===== src/rtl/lru2_pkg.sv =====
package lru2_pkg;

    typedef enum logic [1:0] {
        ST_IDLE   = 2'd0,
        ST_LOOKUP = 2'd1,
        ST_FILL   = 2'd2
    } ctl_state_e;

endpackage


===== src/rtl/lru2_way.sv =====
module lru2_way #(
    parameter int SETS   = 2,
    parameter int TAG_W  = 7,
    parameter int DATA_W = 16,
    localparam int SET_W = $clog2(SETS)
) (
    input  logic              clk,
    input  logic              rst,
    input  logic [SET_W-1:0]  set_idx,
    input  logic [TAG_W-1:0]  cmp_tag,
    input  logic              wr_en,
    input  logic [DATA_W-1:0] wr_data,
    output logic              hit,
    output logic              valid_o,
    output logic [DATA_W-1:0] rd_data
);

    logic [SETS-1:0]   valid_q;
    logic [TAG_W-1:0]  tag_q  [SETS];
    logic [DATA_W-1:0] data_q [SETS];

    always_ff @(posedge clk) begin
        if (rst) begin
            valid_q <= '0;
        end else if (wr_en) begin
            valid_q[set_idx] <= 1'b1;
        end
    end

    always_ff @(posedge clk) begin
        if (wr_en) begin
            tag_q[set_idx]  <= cmp_tag;
            data_q[set_idx] <= wr_data;
        end
    end

    assign valid_o = valid_q[set_idx];
    assign hit     = valid_q[set_idx] && (tag_q[set_idx] == cmp_tag);
    assign rd_data = data_q[set_idx];

endmodule


===== src/rtl/lru2_repl.sv =====
module lru2_repl #(
    parameter int SETS = 2,
    localparam int SET_W = $clog2(SETS)
) (
    input  logic             clk,
    input  logic             rst,
    input  logic [SET_W-1:0] set_idx,
    input  logic             valid0,
    input  logic             valid1,
    input  logic             touch_en,
    input  logic             touch_way,
    output logic             victim
);

    // one bit per set: the way not most recently used
    logic [SETS-1:0] older_q;

    always_ff @(posedge clk) begin
        if (rst) begin
            older_q <= '0;
        end else if (touch_en) begin
            older_q[set_idx] <= ~touch_way;
        end
    end

    always_comb begin
        if (!valid0) begin
            victim = 1'b0;
        end else if (!valid1) begin
            victim = 1'b1;
        end else begin
            victim = older_q[set_idx];
        end
    end

endmodule


===== src/rtl/lru2_stats.sv =====
module lru2_stats #(
    parameter int CNT_W = 16
) (
    input  logic             clk,
    input  logic             rst,
    input  logic             hit_inc,
    input  logic             miss_inc,
    output logic [CNT_W-1:0] hit_count,
    output logic [CNT_W-1:0] miss_count
);

    always_ff @(posedge clk) begin
        if (rst) begin
            hit_count  <= '0;
            miss_count <= '0;
        end else begin
            if (hit_inc)  hit_count  <= hit_count + 1'b1;
            if (miss_inc) miss_count <= miss_count + 1'b1;
        end
    end

endmodule


===== src/rtl/lru2_cache.sv =====
module lru2_cache
    import lru2_pkg::*;
#(
    parameter int ADDR_W = 8,
    parameter int DATA_W = 16,
    parameter int SETS   = 2,
    parameter int CNT_W  = 16
) (
    input  logic              clk,
    input  logic              rst,
    input  logic              req_valid,
    output logic              req_ready,
    input  logic [ADDR_W-1:0] req_addr,
    input  logic              req_write,
    input  logic [DATA_W-1:0] req_wdata,
    output logic              resp_valid,
    output logic              resp_hit,
    output logic [DATA_W-1:0] resp_rdata,
    output logic              mem_rd_en,
    output logic [ADDR_W-1:0] mem_rd_addr,
    input  logic              mem_rd_valid,
    input  logic [DATA_W-1:0] mem_rd_data,
    output logic [CNT_W-1:0]  hit_count,
    output logic [CNT_W-1:0]  miss_count
);

    localparam int SET_W = $clog2(SETS);
    localparam int TAG_W = ADDR_W - SET_W;
    localparam int WAYS  = 2;

    ctl_state_e state_q, state_d;

    logic [ADDR_W-1:0] addr_q;
    logic              write_q;
    logic [DATA_W-1:0] wdata_q;
    logic              victim_q;

    logic [SET_W-1:0]  set_idx;
    logic [TAG_W-1:0]  req_tag;
    logic [WAYS-1:0]   way_hit;
    logic [WAYS-1:0]   way_valid;
    logic [WAYS-1:0]   way_wr;
    logic [DATA_W-1:0] way_data [WAYS];
    logic [DATA_W-1:0] fill_word;
    logic [DATA_W-1:0] wr_word;
    logic              any_hit;
    logic              hit_way;
    logic              victim;
    logic              lookup_hit;
    logic              lookup_miss;
    logic              fill_done;

    assign set_idx = addr_q[SET_W-1:0];
    assign req_tag = addr_q[ADDR_W-1:SET_W];

    assign any_hit     = |way_hit;
    assign hit_way     = way_hit[1];
    assign lookup_hit  = (state_q == ST_LOOKUP) && any_hit;
    assign lookup_miss = (state_q == ST_LOOKUP) && !any_hit;
    assign fill_done   = (state_q == ST_FILL) && mem_rd_valid;
    assign fill_word   = write_q ? wdata_q : mem_rd_data;
    assign wr_word     = fill_done ? fill_word : wdata_q;
    assign req_ready   = (state_q == ST_IDLE);

    for (genvar g = 0; g < WAYS; g++) begin : g_way
        assign way_wr[g] = (lookup_hit && write_q && way_hit[g])
                         || (fill_done && (victim_q == 1'(g)));

        lru2_way #(
            .SETS   (SETS),
            .TAG_W  (TAG_W),
            .DATA_W (DATA_W)
        ) u_way (
            .clk     (clk),
            .rst     (rst),
            .set_idx (set_idx),
            .cmp_tag (req_tag),
            .wr_en   (way_wr[g]),
            .wr_data (wr_word),
            .hit     (way_hit[g]),
            .valid_o (way_valid[g]),
            .rd_data (way_data[g])
        );
    end

    lru2_repl #(
        .SETS (SETS)
    ) u_repl (
        .clk       (clk),
        .rst       (rst),
        .set_idx   (set_idx),
        .valid0    (way_valid[0]),
        .valid1    (way_valid[1]),
        .touch_en  (lookup_hit || fill_done),
        .touch_way (lookup_hit ? hit_way : victim_q),
        .victim    (victim)
    );

    lru2_stats #(
        .CNT_W (CNT_W)
    ) u_stats (
        .clk        (clk),
        .rst        (rst),
        .hit_inc    (lookup_hit),
        .miss_inc   (lookup_miss),
        .hit_count  (hit_count),
        .miss_count (miss_count)
    );

    // state register
    always_ff @(posedge clk) begin
        if (rst) begin
            state_q <= ST_IDLE;
        end else begin
            state_q <= state_d;
        end
    end

    always_comb begin
        state_d = state_q;
        unique case (state_q)
            ST_IDLE:   if (req_valid) state_d = ST_LOOKUP;
            ST_LOOKUP: state_d = any_hit ? ST_IDLE : ST_FILL;
            ST_FILL:   if (mem_rd_valid) state_d = ST_IDLE;
            default:   state_d = ST_IDLE;
        endcase
    end

    // registered outputs and request capture
    always_ff @(posedge clk) begin
        if (rst) begin
            resp_valid  <= 1'b0;
            resp_hit    <= 1'b0;
            resp_rdata  <= '0;
            mem_rd_en   <= 1'b0;
            mem_rd_addr <= '0;
            addr_q      <= '0;
            write_q     <= 1'b0;
            wdata_q     <= '0;
            victim_q    <= 1'b0;
        end else begin
            resp_valid <= 1'b0;
            mem_rd_en  <= 1'b0;
            unique case (state_q)
                ST_IDLE: begin
                    if (req_valid) begin
                        addr_q  <= req_addr;
                        write_q <= req_write;
                        wdata_q <= req_wdata;
                    end
                end
                ST_LOOKUP: begin
                    if (any_hit) begin
                        resp_valid <= 1'b1;
                        resp_hit   <= 1'b1;
                        resp_rdata <= write_q ? wdata_q : way_data[hit_way];
                    end else begin
                        mem_rd_en   <= 1'b1;
                        mem_rd_addr <= addr_q;
                        victim_q    <= victim;
                    end
                end
                ST_FILL: begin
                    if (mem_rd_valid) begin
                        resp_valid <= 1'b1;
                        resp_hit   <= 1'b0;
                        resp_rdata <= fill_word;
                    end
                end
                default: ;
            endcase
        end
    end

endmodule


===== config.mk =====
export PLATFORM = sky130hd
export DESIGN_NAME = lru2_cache
export DESIGN_NICKNAME = d
export VERILOG_FILES = /design/src/rtl/lru2_pkg.sv /design/src/rtl/lru2_way.sv /design/src/rtl/lru2_repl.sv /design/src/rtl/lru2_stats.sv /design/src/rtl/lru2_cache.sv
export SDC_FILE = /design/constraint.sdc
export NUM_CORES = 1
export LEC_CHECK = 0
export ABC_AREA = 1
export BUFFER_PORTS_ARGS = -buffer_cell sky130_fd_sc_hd__clkbuf_2
export CAP_MARGIN = 20
export CORE_MARGIN = 2
export CORE_UTILIZATION = 62
export CTS_CLUSTER_SIZE = 25
export DETAILED_ROUTE_END_ITERATION = 12
export PLACE_DENSITY_LB_ADDON = 0.08
export SYNTH_ARGS = -nofsm -noshare
export SYNTH_HDL_FRONTEND = slang
export SYNTH_SLANG_ARGS = --single-unit

===== constraint.sdc =====
create_clock -name clk -period 3.8 [get_ports clk]
set_input_delay 0.76 -clock clk [delete_from_list [all_inputs] [get_ports clk]]
set_output_delay 0.76 -clock clk [all_outputs]
set_load 0.02 [all_outputs]

==> impl_metrics.csv <==
group,metric,value,unit
clocking,cts_hold_buf,0,
worst_hold_path,hp-class,"reg2reg",
clocking,cts_buffers,17,
place,gp_congestion,0.886,
pwr,p_per_area,467,nW/um^2
global_routing,grt_first_pass_wirelength,31300,um
global_routing,antenna_found_initial,0,
synthesis,netlist_top_cells_area,"edfxtp_1 (33%), dfxtp_1 (22%), nand2_1 (12%)",
sta,fin_skew,0.00665,ns
pwr,p_clk_share,37.9,%
status,status,"complete, no violations",
global_routing,track_usage,28.2,%
critical_path,crit_fanout,47,
finish,nNetsFinal,1113,
die,dieWidth,120,um
drt,drtAntennaViolNets,0,
sta,rsz0062_at_grt,"no",
clocking,cts-root-buf,"clkbuf_16",
sta,fin_crit,3.16,ns
drt,vias,6814,
clocking,clockBufferDepth,2,
drt,routedWlPerCell,15.6,um
pwr,p_sw_share,26.3,%
synthesis,yosysWarnings,0,
die,core,13200,um^2
sta,setup_tns,0,ns
critical_path,critPathLaunchType,"register",
synthesis,syn_area,8370,um^2
sta,tightest_slew,0.974,ns
die,rows,42,
synthesis,synth_top_area_share,33.0,%
place,hpwl,13000,um
sta,hold_viol_final,0,
synthesis,ys_top_cells_by_count,"nand2_1 (273), dfxtp_1 (94), edfxtp_1 (92)",
finish,drive_gt1_share,15.7,%
critical_path,required,4.16,ns
drt,drt_iter0_markers,554,
synthesis,synth.most_common_cell,"nand2_1",
pwr,p_int,3.29,mW
synthesis,synth.net_count,1021,
global_routing,grt_max_degree,48,
finish,areaGrowthSynthToFinish,14.2,%
die,start_util,63.5,%
pwr,p_leak,3.97,nW
place,io_buffers,104,
synthesis,synth_edf_count,92,
clocking,cts_setup_buffers,0,
flow_run,drv_cap,0,
clocking,clkSinkCount,186,
clocking,cts_tree,"built",
sta,finalSetupViolations,0,
pwr,ir_drop,0.000349,V
clocking,clk_pin_slew_worst_paths,0.07,ns
drt,routed_wl,19600,um
synthesis,ys_ff_latch,186,
synthesis,ys.flop_type,"dfxtp_1",
pwr,pwr-share-comb,11.9,%
place,placed_area,8990,um^2
synthesis,synth.lib_cells_used.distinct,33,
critical_path,end_kind,"register",
synthesis,synth-async-reset-ratio,0,%
sta,slew_viol_final,0,
die,ioPinCount,105,
sta,fmax,0.317,GHz
drt,vias_per_cell,5.44,
finish,n_antenna_cell,0,
global_routing,grt_pass1_vias,6216,
synthesis,synth_area_per_cell,8.62,um^2
pwr,p_seq_share,50.2,%
critical_path,arrival,3.51,ns
clocking,clk_latency,0.43,ns
synthesis,ys_seq_area_share,55.5,%
drt,drc_errors,0,
sta,slew-limit-headroom,34.9,%
synthesis,synth.largest_area_cell,"edfxtp_1",
clocking,ctsResizeCount,0,
global_routing,overflow,0,
pwr,switching_power,1.17,mW
sta,min_period_over_period,83.1,%
drt,detail_route.first_pass.iterations,5,
critical_path,path_class,"reg2reg",
synthesis,synthCells,971,
finish,design_area,9560,um^2
die,die_y,120,um
die,die_area,14400,um^2
clocking,h-tree-depth,4,
worst max-delay path: stages, from the launching register on:
cell and delay [ns]:
dfxtp_2 0.33, buf_4 0.50, nand2_1 0.14, nand2_1 0.10, nand2_1 0.06, nand2_1 0.07
inv_2 0.04, nand2_1 0.09, nor2_4 0.08, nand2_2 0.09, buf_4 0.30, nand3_4 0.39
inv_2 0.55, a21oi_1 0.14, nor3_1 0.15
routing by layer:
metal	global-route usage (%)	vias up	share of wire, %
met5	0	-	0
met2	46.6	234	49
li1	-	3401	-
met4	9.93	0	2.0
met1	37.3	3153	43
met3	5.52	26	5.8
metrics by stage:
| step | hold slack [ns] | worst slack [ns] | util, % | instances | power (mW) |
|---|---|---|---|---|---|
| final | 0.460 | 0.642 | 72.5 | 1252 | 4.46 |
| after floorplan | 0.435 | 1.50 | - | 971 | 2.65 |
| after CTS | 0.461 | 0.619 | 72.5 | 1252 | 4.47 |
| after global routing | 0.485 | 0.354 | 72.5 | 1252 | 4.63 |
| after detailed placement | 0.452 | 0.642 | 68.2 | 1220 | 2.81 |
| after global placement | 0.447 | 0.738 | 68.2 | 1220 | 2.80 |
power groups by stage:
stage	clock network, mW	logic [mW]	registers, mW
final	1.69	0.533	2.24
after global routing	1.79	0.595	2.25
after CTS	1.70	0.533	2.24
after detailed placement	0	0.527	2.28
after global placement	0	0.516	2.28
after floorplan	0	0.341	2.31
state kept, by name, summed over array words and instances (netlist names), named ones only:
signal / flops
g_way.u_way.tag_q: 28
resp_hit: 1
victim_q: 1
g_way.u_way.valid_q: 4
g_way.u_way.data_q: 64
state_q: 2
mem_rd_en: 1
resp_rdata: 16
write_q: 1
u_stats.miss_count: 16
mem_rd_addr: 8
addr_q: 8
wdata_q: 16
u_repl.older_q: 2
u_stats.hit_count: 16
resp_valid: 1
layout by cell type, fill, tap and decap left out, drive strengths merged:
master    count
xor2         10
nor3         16
nand4        11
clkbuf      124
nor3b         1
nor4          4
mux2i        22
dfxtp        94
buf          12
clkinvlp      1
o21ai        69
nand3        47
o31ai         1
inv          94
nand3b        3
nor2         84
edfxtp       92
a21oi        73
ha            5
clkinv        9
o22ai        16
xnor2         7
nand2       281
cell type report:
| type | count | area, um^2 |
|---|---|---|
| Sequential cell | 186 | 4650 |
| Fill cell | 1041 | 3630 |
| Multi-Input combinational cell | 650 | 3140 |
| Timing Repair Buffer | 116 | 636 |
| Clock buffer | 20 | 489 |
| Inverter | 92 | 352 |
| Tap cell | 176 | 220 |
| Clock inverter | 12 | 82.6 |
cell families after synthesis:
family | after synthesis | synth area share, %
xor gates and xnor gates | 17 | 1.78
AOI/OAI and AO/OA | 159 | 9.77
buffers and inverters | 135 | 7.02
DFF | 186 | 55.5
adders and majority gates | 5 | 0.747
and+or+nand+nor | 447 | 22.6
muxes | 22 | 2.63
final timing paths:
| check | from | to | slack (ns) | cells past startpoint |
|---|---|---|---|---|
| hold / removal | g_way[0].u_way.valid_q[1] | g_way[0].u_way.valid_q[1] | 0.46 | 2 |
| setup / recovery | register | u_stats.miss_count[5] | 0.64 | 14 |
| setup reg to reg | register | u_stats.miss_count[5] | 0.64 | 14 |
| hold reg to reg | g_way[0].u_way.valid_q[1] | g_way[0].u_way.valid_q[1] | 0.46 | 2 |
No activity file was read; power rests on OpenSTA's default activity.
